[src/rtl/pal_mc_pkg.sv]
package pal_mc_pkg;

    typedef enum logic [2:0] {
        MD_REG,
        MD_CIO_REG,
        MD_COUT,
        MD_DIN,
        MD_CIO_NREG,
        MD_BAD
    } mode_e;

    typedef enum logic [1:0] {
        FB_REG,
        FB_PIN,
        FB_ADJ,
        FB_ZERO
    } fb_sel_e;

    typedef enum logic [1:0] {
        OE_PIN,
        OE_TERM,
        OE_ON,
        OE_OFF
    } oe_sel_e;

    typedef struct packed {
        mode_e   mode;
        fb_sel_e fb;
        oe_sel_e oe;
        logic    narrow;
        logic    err;
    } cfg_t;

    localparam int KIND_MID    = 0;
    localparam int KIND_END_OE = 1;
    localparam int KIND_END_CK = 2;

    function automatic mode_e decode_mode(input logic g0, input logic g1, input logic l0);
        case ({g0, g1, l0})
            3'b010:  return MD_REG;
            3'b011:  return MD_CIO_REG;
            3'b100:  return MD_COUT;
            3'b101:  return MD_DIN;
            3'b111:  return MD_CIO_NREG;
            default: return MD_BAD;
        endcase
    endfunction

endpackage

[src/rtl/pal_mc_decode.sv]
module pal_mc_decode
    import pal_mc_pkg::*;
#(
    parameter bit END_CELL = 1'b0,
    parameter bit NO_FB    = 1'b0
) (
    input  logic sg0,
    input  logic sg1,
    input  logic sl0,
    output cfg_t cfg
);
    logic  fb_ctl;
    mode_e mode;

    // End cells steer the feedback mux from the "no registers" bit.
    assign fb_ctl = END_CELL ? ~sg0 : sg1;
    assign mode   = decode_mode(sg0, sg1, sl0);

    always_comb begin
        cfg.mode   = mode;
        cfg.err    = (mode == MD_BAD);
        cfg.narrow = (mode == MD_CIO_REG) || (mode == MD_CIO_NREG);

        case (mode)
            MD_REG:                  cfg.oe = OE_PIN;
            MD_CIO_REG, MD_CIO_NREG: cfg.oe = OE_TERM;
            MD_COUT:                 cfg.oe = OE_ON;
            default:                 cfg.oe = OE_OFF;
        endcase

        if (mode == MD_BAD) begin
            cfg.fb = FB_ZERO;
        end else if (fb_ctl) begin
            cfg.fb = sl0 ? FB_PIN : FB_REG;
        end else if (!END_CELL && NO_FB && mode == MD_COUT) begin
            cfg.fb = FB_ZERO;
        end else begin
            cfg.fb = FB_ADJ;
        end
    end
endmodule

[src/rtl/pal_mc_sum.sv]
module pal_mc_sum #(
    parameter int TERMS = 8
) (
    input  logic [TERMS-1:0] terms,
    output logic             sum_all,
    output logic             sum_narrow
);
    logic [TERMS-1:0] acc;

    assign acc[0] = terms[0];
    for (genvar g = 1; g < TERMS; g++) begin : g_or
        assign acc[g] = acc[g-1] | terms[g];
    end

    assign sum_all    = acc[TERMS-1];
    assign sum_narrow = acc[TERMS-2];
endmodule

[src/rtl/pal_mc_flop.sv]
module pal_mc_flop (
    input  logic clk,
    input  logic rst,
    input  logic preload_en,
    input  logic preload_val,
    input  logic capture,
    input  logic d,
    output logic q
);
    always_ff @(posedge clk) begin
        if (rst) begin
            q <= 1'b0;
        end else if (preload_en) begin
            q <= preload_val;
        end else if (capture) begin
            q <= d;
        end
    end
endmodule

[src/rtl/pal_macrocell.sv]
module pal_macrocell
    import pal_mc_pkg::*;
#(
    parameter int TERMS     = 8,
    parameter int CELL_KIND = KIND_MID,
    parameter bit NO_FB     = 1'b0
) (
    input  logic             clk,
    input  logic             rst,
    input  logic [TERMS-1:0] terms,
    input  logic             sg0,
    input  logic             sg1,
    input  logic             sl0,
    input  logic             sl1,
    input  logic             oe_n,
    input  logic             preload_en,
    input  logic             preload_val,
    input  logic             pin_in,
    input  logic             adj_in,
    output logic             pin_out,
    output logic             pin_oe,
    output logic             fb,
    output logic             cfg_err
);
    localparam bit END_CELL = (CELL_KIND != KIND_MID);

    cfg_t cfg;
    logic sum_all, sum_narrow, sum_sel, pol, q, adj;

    pal_mc_decode #(.END_CELL(END_CELL), .NO_FB(NO_FB)) u_dec (
        .sg0 (sg0),
        .sg1 (sg1),
        .sl0 (sl0),
        .cfg (cfg)
    );

    pal_mc_sum #(.TERMS(TERMS)) u_sum (
        .terms      (terms),
        .sum_all    (sum_all),
        .sum_narrow (sum_narrow)
    );

    assign sum_sel = cfg.narrow ? sum_narrow : sum_all;
    assign pol     = sum_sel ^ ~sl1;

    pal_mc_flop u_flop (
        .clk         (clk),
        .rst         (rst),
        .preload_en  (preload_en),
        .preload_val (preload_val),
        .capture     (cfg.mode == MD_REG),
        .d           (pol),
        .q           (q)
    );

    if (CELL_KIND == KIND_END_OE) begin : g_adj_oe
        assign adj = oe_n;
    end else if (CELL_KIND == KIND_END_CK) begin : g_adj_ck
        assign adj = clk;
    end else begin : g_adj_pin
        assign adj = adj_in;
    end

    assign pin_out = (cfg.mode == MD_REG) ? q : pol;
    assign cfg_err = cfg.err;

    always_comb begin
        case (cfg.oe)
            OE_PIN:  pin_oe = ~oe_n;
            OE_TERM: pin_oe = terms[TERMS-1];
            OE_ON:   pin_oe = 1'b1;
            default: pin_oe = 1'b0;
        endcase
        case (cfg.fb)
            FB_REG:  fb = ~q;
            FB_PIN:  fb = pin_in;
            FB_ADJ:  fb = adj;
            default: fb = 1'b0;
        endcase
    end
endmodule

[config.mk]
export PLATFORM = sky130hd
export DESIGN_NAME = pal_macrocell
export DESIGN_NICKNAME = d
export VERILOG_FILES = /design/src/rtl/pal_mc_pkg.sv /design/src/rtl/pal_mc_decode.sv /design/src/rtl/pal_mc_sum.sv /design/src/rtl/pal_mc_flop.sv /design/src/rtl/pal_macrocell.sv
export SDC_FILE = /design/constraint.sdc
export NUM_CORES = 1
export LEC_CHECK = 0
export ABC_AREA = 0
export BUFFER_PORTS_ARGS = -buffer_cell sky130_fd_sc_hd__buf_4
export CORE_AREA = 2 2 39 41
export DETAILED_ROUTE_END_ITERATION = 8
export DIE_AREA = 0 0 41 43
export PLACE_DENSITY = 0.52
export SYNTH_ARGS = -nofsm -noshare
export SYNTH_HDL_FRONTEND = slang
export SYNTH_SLANG_ARGS = --single-unit
[constraint.sdc]
create_clock -name clk -period 1.9 [get_ports clk]
set_input_delay 0.38 -clock clk [delete_from_list [all_inputs] [get_ports clk]]
set_output_delay 0.38 -clock clk [all_outputs]
set_load 0.005 [all_outputs]
After elaboration in Yosys (flattened, before gate mapping)

Cells that the tools add are included.

Register bits: 1
Input port bits: 19
Output and inout port bits: 4

Equality and inequality tests: 13
Mux-type cells: 11
Bitwise gates (word level): 11
Reduce and logical (&&, ||, !) cells: 6

Operator list:

| operator                                      | count |
|---|---|
| == test 3 bit, second input constant          | 5 |
| one-hot mux 3 bit (5 select lines)            | 1 |
| == test 3 x 2 -> 1 bit, second input constant | 3 |
| OR 1 bit                                      | 7 |
| one-hot mux 1 bit (3 select lines)            | 2 |
| one-hot mux 2 bit (3 select lines)            | 1 |
| 2-to-1 mux 1 bit                              | 5 |
| == test 2 x 1 -> 1 bit, second input constant | 2 |
| == test 2 bit, second input constant          | 2 |
| zero test 2 bit                               | 2 |
| 2-to-1 mux 2 bit                              | 2 |
| == test 3 x 1 -> 1 bit, second input constant | 1 |
| zero test 3 bit                               | 1 |
| inverter 1 bit                                | 3 |
| nonzero test 2 bit                            | 1 |
| OR reduction 2 bit                            | 1 |
| logical OR 1 bit                              | 1 |
| XOR 1 bit                                     | 1 |

Longest topological paths before layout

Gate-level depths: netlist (run 1).

Depth in word-level cells: 11
Mapped depth: 5
Depth with buffers taken out: 4

Cells and area by module

From an unflattened synthesis (run 1), not the netlist that was laid out.

Cells, all modules: 34
Area, all modules: 249.0 µm²

Modules (own cells, without submodules):

| module        | times used | cells an instance | area each (µm²) | sequential area each (µm²) |
|---|---|---|---|---|
| pal_mc_decode | 1          | 14                | 86.3            | 0.0 |
| pal_macrocell | 1          | 11                | 82.6            | 0.0 |
| pal_mc_flop   | 1          | 5                 | 52.6            | 20.0 |
| pal_mc_sum    | 1          | 4                 | 27.5            | 0.0 |

Worst setup path before layout (run 1)

No wires, ideal clock.

Path kind: input to output
Start: input port terms[1]
End: output port pin_out
Arrival time: 1.338 ns
Data required time: 1.520 ns
Path slack: 0.182 ns
Stages: 4
Path buffers: 0
Path through: or4_4 -> a211oi_2 -> xnor2_1 -> mux2i_1

Longest elaborated chain between the ends: 10

RTL lines:

| element                  | RTL line            | text |
|---|---|---|
| start, declared          | pal_macrocell.sv:10 | `input logic [TERMS-1:0] terms,` |
| OR 1 bit * (6 in series) | pal_mc_sum.sv:12    | `assign acc[g] = acc[g-1] \| terms[g];` |
| OR 1 bit                 | pal_mc_sum.sv:12    |  |
| 2-to-1 mux 1 bit *       | pal_macrocell.sv:43 | `assign sum_sel = cfg.narrow ? sum_narrow : sum_all;` |
| XOR 1 bit *              | pal_macrocell.sv:44 | `assign pol = sum_sel ^ ~sl1;` |
| 2-to-1 mux 1 bit *       | pal_macrocell.sv:64 | `assign pin_out = (cfg.mode == MD_REG) ? q : pol;` |
| end, declared            | pal_macrocell.sv:20 | `output logic pin_out,` |

Every way passes the cells marked *; elsewhere a longest branch is shown, timed or not.

Worst setup path after layout (run 1)

Ends and elaborated chain as after synthesis.

==> metrics.txt, run 1 <==
post-layout min period=1.94 ns; Ports=23; Cell Area, Synth=199 sq um; unrepaired setup endpoints after global routing=true; worst min path class=reg2reg; fin area=395 sq um; Final Cycle Share=102%; failing checks=negative setup slack; # DRC=0; CTS clock-pin slew for the worst setup and hold paths=0 ns; CP max-delay cell=or4_4; Die ar.=0.00176 sq mm; Net Sw Frac=26.3%; Worst Path Buf+Inv=2; initial antenna violation count=0; worst reg2reg path startpoint=u_flop.q; Global Route Usage Sum=5.91%; max-cap viol count=0; Ys Warns=0; WP depth=6; mean area per synthesized cell=7.96 sq um; Post-Synthesis Cells=25; final setup fails=1; Mapped Nets=44; Worst path max stage delay=0.52 ns; Die W=41 microns; crit-path cells=buf_6 > or4_4 > a211oi_2 > xnor2_1 > mux2i_1 > buf_4; ANT nets after route=0; element type at the critical path end=output pin; Critical Path Fanout Max=2; crit path launch type=input port; R2R depth=3; Final Skew=0 ns; setup slack after layout=-0.0434 ns; Worst EP required=1.52 ns; Skew-Pair Late Insertion Delay=0 ns; synth unique cells=19; maximum vdd drop=0.0776 mV; status=finished, violations left; reg2reg setup slack=0.85 ns; family with the most delay on the worst path=simple AND/OR/NAND/NOR gates; GR Overflow Total=0; post-synthesis register bit count=1; Syn-to-layout area delta=98.7%; placement-stage cell area=380 sq um; pwr dens=241 mW/mm^2; Final Wtd Congestion=0.597; max reg flops=1; hold depth=3; I/O Buffers=22; routed wire length=567 microns; CP arrival=1.56 ns; DPL Wire Length=470 microns; first-pass GRT wire length=807 microns; largest net degree at the start of global routing=8; Hold Crit Endpoint=u_flop.q; LEAKAGE=0.000177 uW; most frequent cells in the layout=22 x buf_4, 4 x nand2_1, 3 x mux2i_1; sequential share of power=24.9%; CP Class=in2out; register area share after synthesis=10.1%; Die H=43 microns; Max Fclk=515 MHz; Max-slew headroom=83.5%; Hold Vio Cnt, Final=0; layout cells sized above 1=60.4%; Core Rows=14; TritonRoute pass-1 iters=3; core area=0.00138 sq mm; Comb power frac=75.1%; FF-to-FF End=u_flop.q; via count=271; routed len/inst=8.86 microns; Final nets=69; initial drt markers=3; via/cell ratio=4.23; Hold Slack=0.614 ns; min-delay src=u_flop.q; Initial Util=14.4%; most common cell after layout, fill and taps aside=buf_4; Clock power frac=0%; Int Pwr=70.2 uW; largest register by flop count=u_flop.q; biggest regs=u_flop.q (1); cts hold-fix bufs=0; actual slew at the worst max-slew pin=0.246 ns; Slew Limit Fails=0; number of global-route vias before repair=217; Switching Power=25.0 uW; layout filler cell count=153; ant diodes=0
logic make-up after synthesis:
kind of cell,count (synthesis),share of synthesized area (%)
AND/OR/NAND/NOR,13,41.5
flip-flops,1,10.1
multiplexers,3,15.1
XOR/XNOR,1,4.40
AO/OA/AOI/OAI,5,21.4
buffers and inverters,2,7.54
area by class of cell:
cell class	count	area [sq um]	share of cell area [%]
inverter	1	3.75	0.949
multi-input combinational	22	164	41.5
sequential	1	20.0	5.06
tap	16	20.0	5.06
timing repair buffer	24	188	47.5
synthesized netlist by cell type:
| cell | instances | area share (%) |
|---|---|---|
| nor2_1 | 2 | 3.8 |
| nand3b_1 | 1 | 3.8 |
| o221ai_2 | 1 | 7.5 |
| or4_1 | 1 | 3.8 |
| a211oi_2 | 1 | 6.3 |
| a21oi_1 | 1 | 2.5 |
| nor3b_2 | 1 | 6.3 |
| or4_4 | 1 | 5.7 |
| mux2i_1 | 3 | 15 |
| buf_6 | 1 | 5.7 |
| inv_1 | 1 | 1.9 |
| dfxtp_1 | 1 | 10 |
| o21ai_1 | 1 | 2.5 |
| xnor2_1 | 1 | 4.4 |
| nand2_1 | 4 | 7.5 |
| nand3_1 | 1 | 2.5 |
| or3_4 | 1 | 5.7 |
| nor3_1 | 1 | 2.5 |
| o21ai_0 | 1 | 2.5 |
power by group through the flow:
stage          registers [uW]  logic [uW]  clock network, uW
2_1_floorplan            23.4        24.0                  0
3_3_place_gp             23.6        68.5                  0
3_5_place_dp             23.6        68.9                  0
4_1_cts                  23.7        72.2                  0
5_1_grt                  23.9        78.2                  0
6_report                 23.7        71.4                  0
how the worst max path moves through the flow:
stage	end	slack [ns]	start
final	pin_out	-0.04	terms[1]
after global routing	pin_out	-0.1	terms[1]
after CTS	pin_out	-0.05	terms[1]
after detailed placement	pin_out	-0.07	terms[1]
after global placement	pin_out	-0.06	terms[1]
after floorplan	pin_out	0.18	terms[1]
worst register-to-register path, cell delays in order (launching register included):
cell      delay (ns)
dfxtp_1         0.31
inv_1           0.06
or4_1           0.53
o221ai_2        0.07
through the flow:
stage	utilization, %	cells	setup WS, ns	total power, uW	TNS (ns)
global route	28.6	64	-0.0953	102	-0.0953
floorplan	-	25	0.182	47.4	0
global placement	27.5	63	-0.0633	92.1	-0.0633
detailed placement	27.5	63	-0.0692	92.5	-0.0692
CTS	28.6	64	-0.0503	95.8	-0.0503
finish	28.6	64	-0.0434	95.1	-0.0434
what timing repair did:
| action | CTS | global route |
|---|---|---|
| buffers inserted | 1 | 0 |
| pin swaps | 1 | 0 |
| endpoints found under the setup margin | 1 | 1 |
| gates cloned | 0 | 0 |
| gates resized for setup | 2 | 0 |
per-layer routing:
| metal | global-route usage (%) | vias to the layer above | share of wire [%] |
|---|---|---|---|
| met1 | 7.96 | 111 | 38 |
| met3 | 0.524 | 0 | 19 |
| li1 | - | 141 | - |
| met2 | 10.3 | 19 | 43 |
| met4 | 0 | 0 | 0 |
| met5 | 0 | - | 0 |
Power figures use the tool's default switching activity.
==> inputs of run 2 (changes only) <==
==> constraint.sdc (replaced) <==
create_clock -name clk -period 1.9 [get_ports clk]
set_input_delay 0.19 -clock clk [delete_from_list [all_inputs] [get_ports clk]]
set_output_delay 0.19 -clock clk [all_outputs]
set_load 0.005 [all_outputs]
==> metrics.txt, run 2 (same netlist as run 1, synthesis figures left out) <==
number of global-route vias before repair=210 (-3.2%); post-layout min period=1.61 ns (-0.332 ns); biggest regs=u_flop.q (1); Final nets=67 (-2.9%); post-CTS sizing=0 (-2); Skew-Pair Late Insertion Delay=0 ns (unchanged); # DRC=0 (unchanged); cts hold-fix bufs=0 (unchanged); Comb power frac=73.8% (-1.3 points); unrepaired setup endpoints after global routing=false; largest net degree at the start of global routing=8 (unchanged); Die H=43 microns (unchanged); Final Cycle Share=84.8% (-17 points); Hold Vio Cnt, Final=0 (unchanged); Max Fclk=621 MHz (+21%); Int Pwr=66.1 uW (-5.8%); CTS clock-pin slew for the worst setup and hold paths=0 ns (unchanged); layout filler cell count=152 (-0.65%); CP arrival=1.42 ns (-0.14 ns); LEAKAGE=0.000164 uW (-6.9%); via count=250 (-7.7%); maximum vdd drop=0.0786 mV (+1.3%); most frequent cells in the layout=22 x buf_4, 4 x nand2_1, 3 x mux2i_1; ANT nets after route=0 (unchanged); Critical Path Fanout Max=2 (unchanged); ant diodes=0 (unchanged); Worst path max stage delay=0.52 ns (about the same); max reg flops=1 (unchanged); core area=0.00138 sq mm (unchanged); first-pass GRT wire length=738 microns (-8.6%); pwr dens=242 mW/mm^2 (+0.48%); Global Route Usage Sum=5.40% (-0.51 points); largest register by flop count=u_flop.q; Clock power frac=0% (unchanged); Initial Util=14.4% (unchanged); setup tns final=0 ns (+0.0434 ns); max-cap viol count=0 (unchanged); I/O Buffers=22 (unchanged); most frequent CP cell=buf_4; GR Overflow Total=0 (unchanged); layout cells sized above 1=58.7% (-1.7 points); final setup fails=0 (-1); Final Wtd Congestion=0.587 (-1.6%); initial antenna violation count=0 (unchanged); Worst EP required=1.71 ns (+0.19 ns); Final Skew=0 ns (unchanged); routed len/inst=8.40 microns (-5.1%); worst min path class=in2reg; element type at the critical path end=output pin; Die ar.=0.00176 sq mm (unchanged); Net Sw Frac=26.7% (+0.40 points); Max-slew headroom=83.8% (+0.30 points); via/cell ratio=4.03 (-4.8%); CP Class=in2out; crit-path cells=buf_4 > or4_4 > a211oi_2 > xnor2_1 > mux2i_1 > buf_4; fin area=373 sq um (-5.7%); most common cell after layout, fill and taps aside=buf_4; post-CTS setup buffers=0 (-1); Slew Limit Fails=0 (unchanged); Ports=23 (unchanged); initial drt markers=5 (+2); sequential share of power=26.2% (+1.3 points); placement-stage cell area=373 sq um (-2.0%); Die W=41 microns (unchanged); routed wire length=521 microns (-8.1%); crit path launch type=input port; status=finished, final reports clean; TritonRoute pass-1 iters=2 (-1); Core Rows=14 (unchanged); Switching Power=24.0 uW (-3.8%); DPL Wire Length=455 microns (-3.2%); Syn-to-layout area delta=87.4%; actual slew at the worst max-slew pin=0.241 ns (-0.00455 ns); CP max-delay cell=or4_4
run 2: worst paths after layout:
kind	startpoint	end	slack [ns]	cells past startpoint
setup / recovery	terms[1]	pin_out	0.29	6
hold / removal	rst	u_flop.q	0.44	2
setup reg to reg	u_flop.q	u_flop.q	0.86	3
hold reg to reg	u_flop.q	u_flop.q	0.61	3
run 2: through the flow:
| step | worst slack [ns] | hold slack (ns) | utilization, % | instances | power [uW] |
|---|---|---|---|---|---|
| after detailed placement | 0.276 | 0.443 | 26.9 | 62 | 91.0 |
| after global routing | 0.222 | 0.464 | 26.9 | 62 | 97.0 |
| after CTS | 0.274 | 0.447 | 26.9 | 62 | 91.3 |
| after floorplan | 0.562 | 0.328 | - | 25 | 47.4 |
| after global placement | 0.288 | 0.443 | 26.9 | 62 | 90.7 |
| final | 0.289 | 0.444 | 26.9 | 62 | 90.1 |
run 2: worst max-delay path: cells and delay by family:
kind            cells  cell delay [ns]
xor+xnor            1             0.18
buf+inv             2             0.25
mux                 1             0.11
compound gates      1             0.17
simple gates        1             0.52
run 2: power groups by stage:
stage / combinational [uW] / clock, uW / sequential (uW)
2_1_floorplan: 24.0 / 0 / 23.4
3_3_place_gp: 67.1 / 0 / 23.6
3_5_place_dp: 67.3 / 0 / 23.7
4_1_cts: 67.5 / 0 / 23.7
5_1_grt: 73.0 / 0 / 23.9
6_report: 66.5 / 0 / 23.6
run 2: layout make-up:
cell class | instances | area, sq um | share of cell area [%]
timing repair buffer | 22 | 165 | 44.3
multi-input combinational | 22 | 164 | 44.0
sequential | 1 | 20.0 | 5.37
tap | 16 | 20.0 | 5.37
inverter | 1 | 3.75 | 1.01
run 2: routing by layer:
| metal | GRT usage [%] | vias up | wire length [microns] |
|---|---|---|---|
| met5 | 0 | - | 0 |
| met4 | 0 | 0 | 0 |
| met3 | 0 | 0 | 90 |
| met2 | 8.44 | 19 | 192 |
| met1 | 8.57 | 96 | 237 |
| li1 | - | 135 | - |
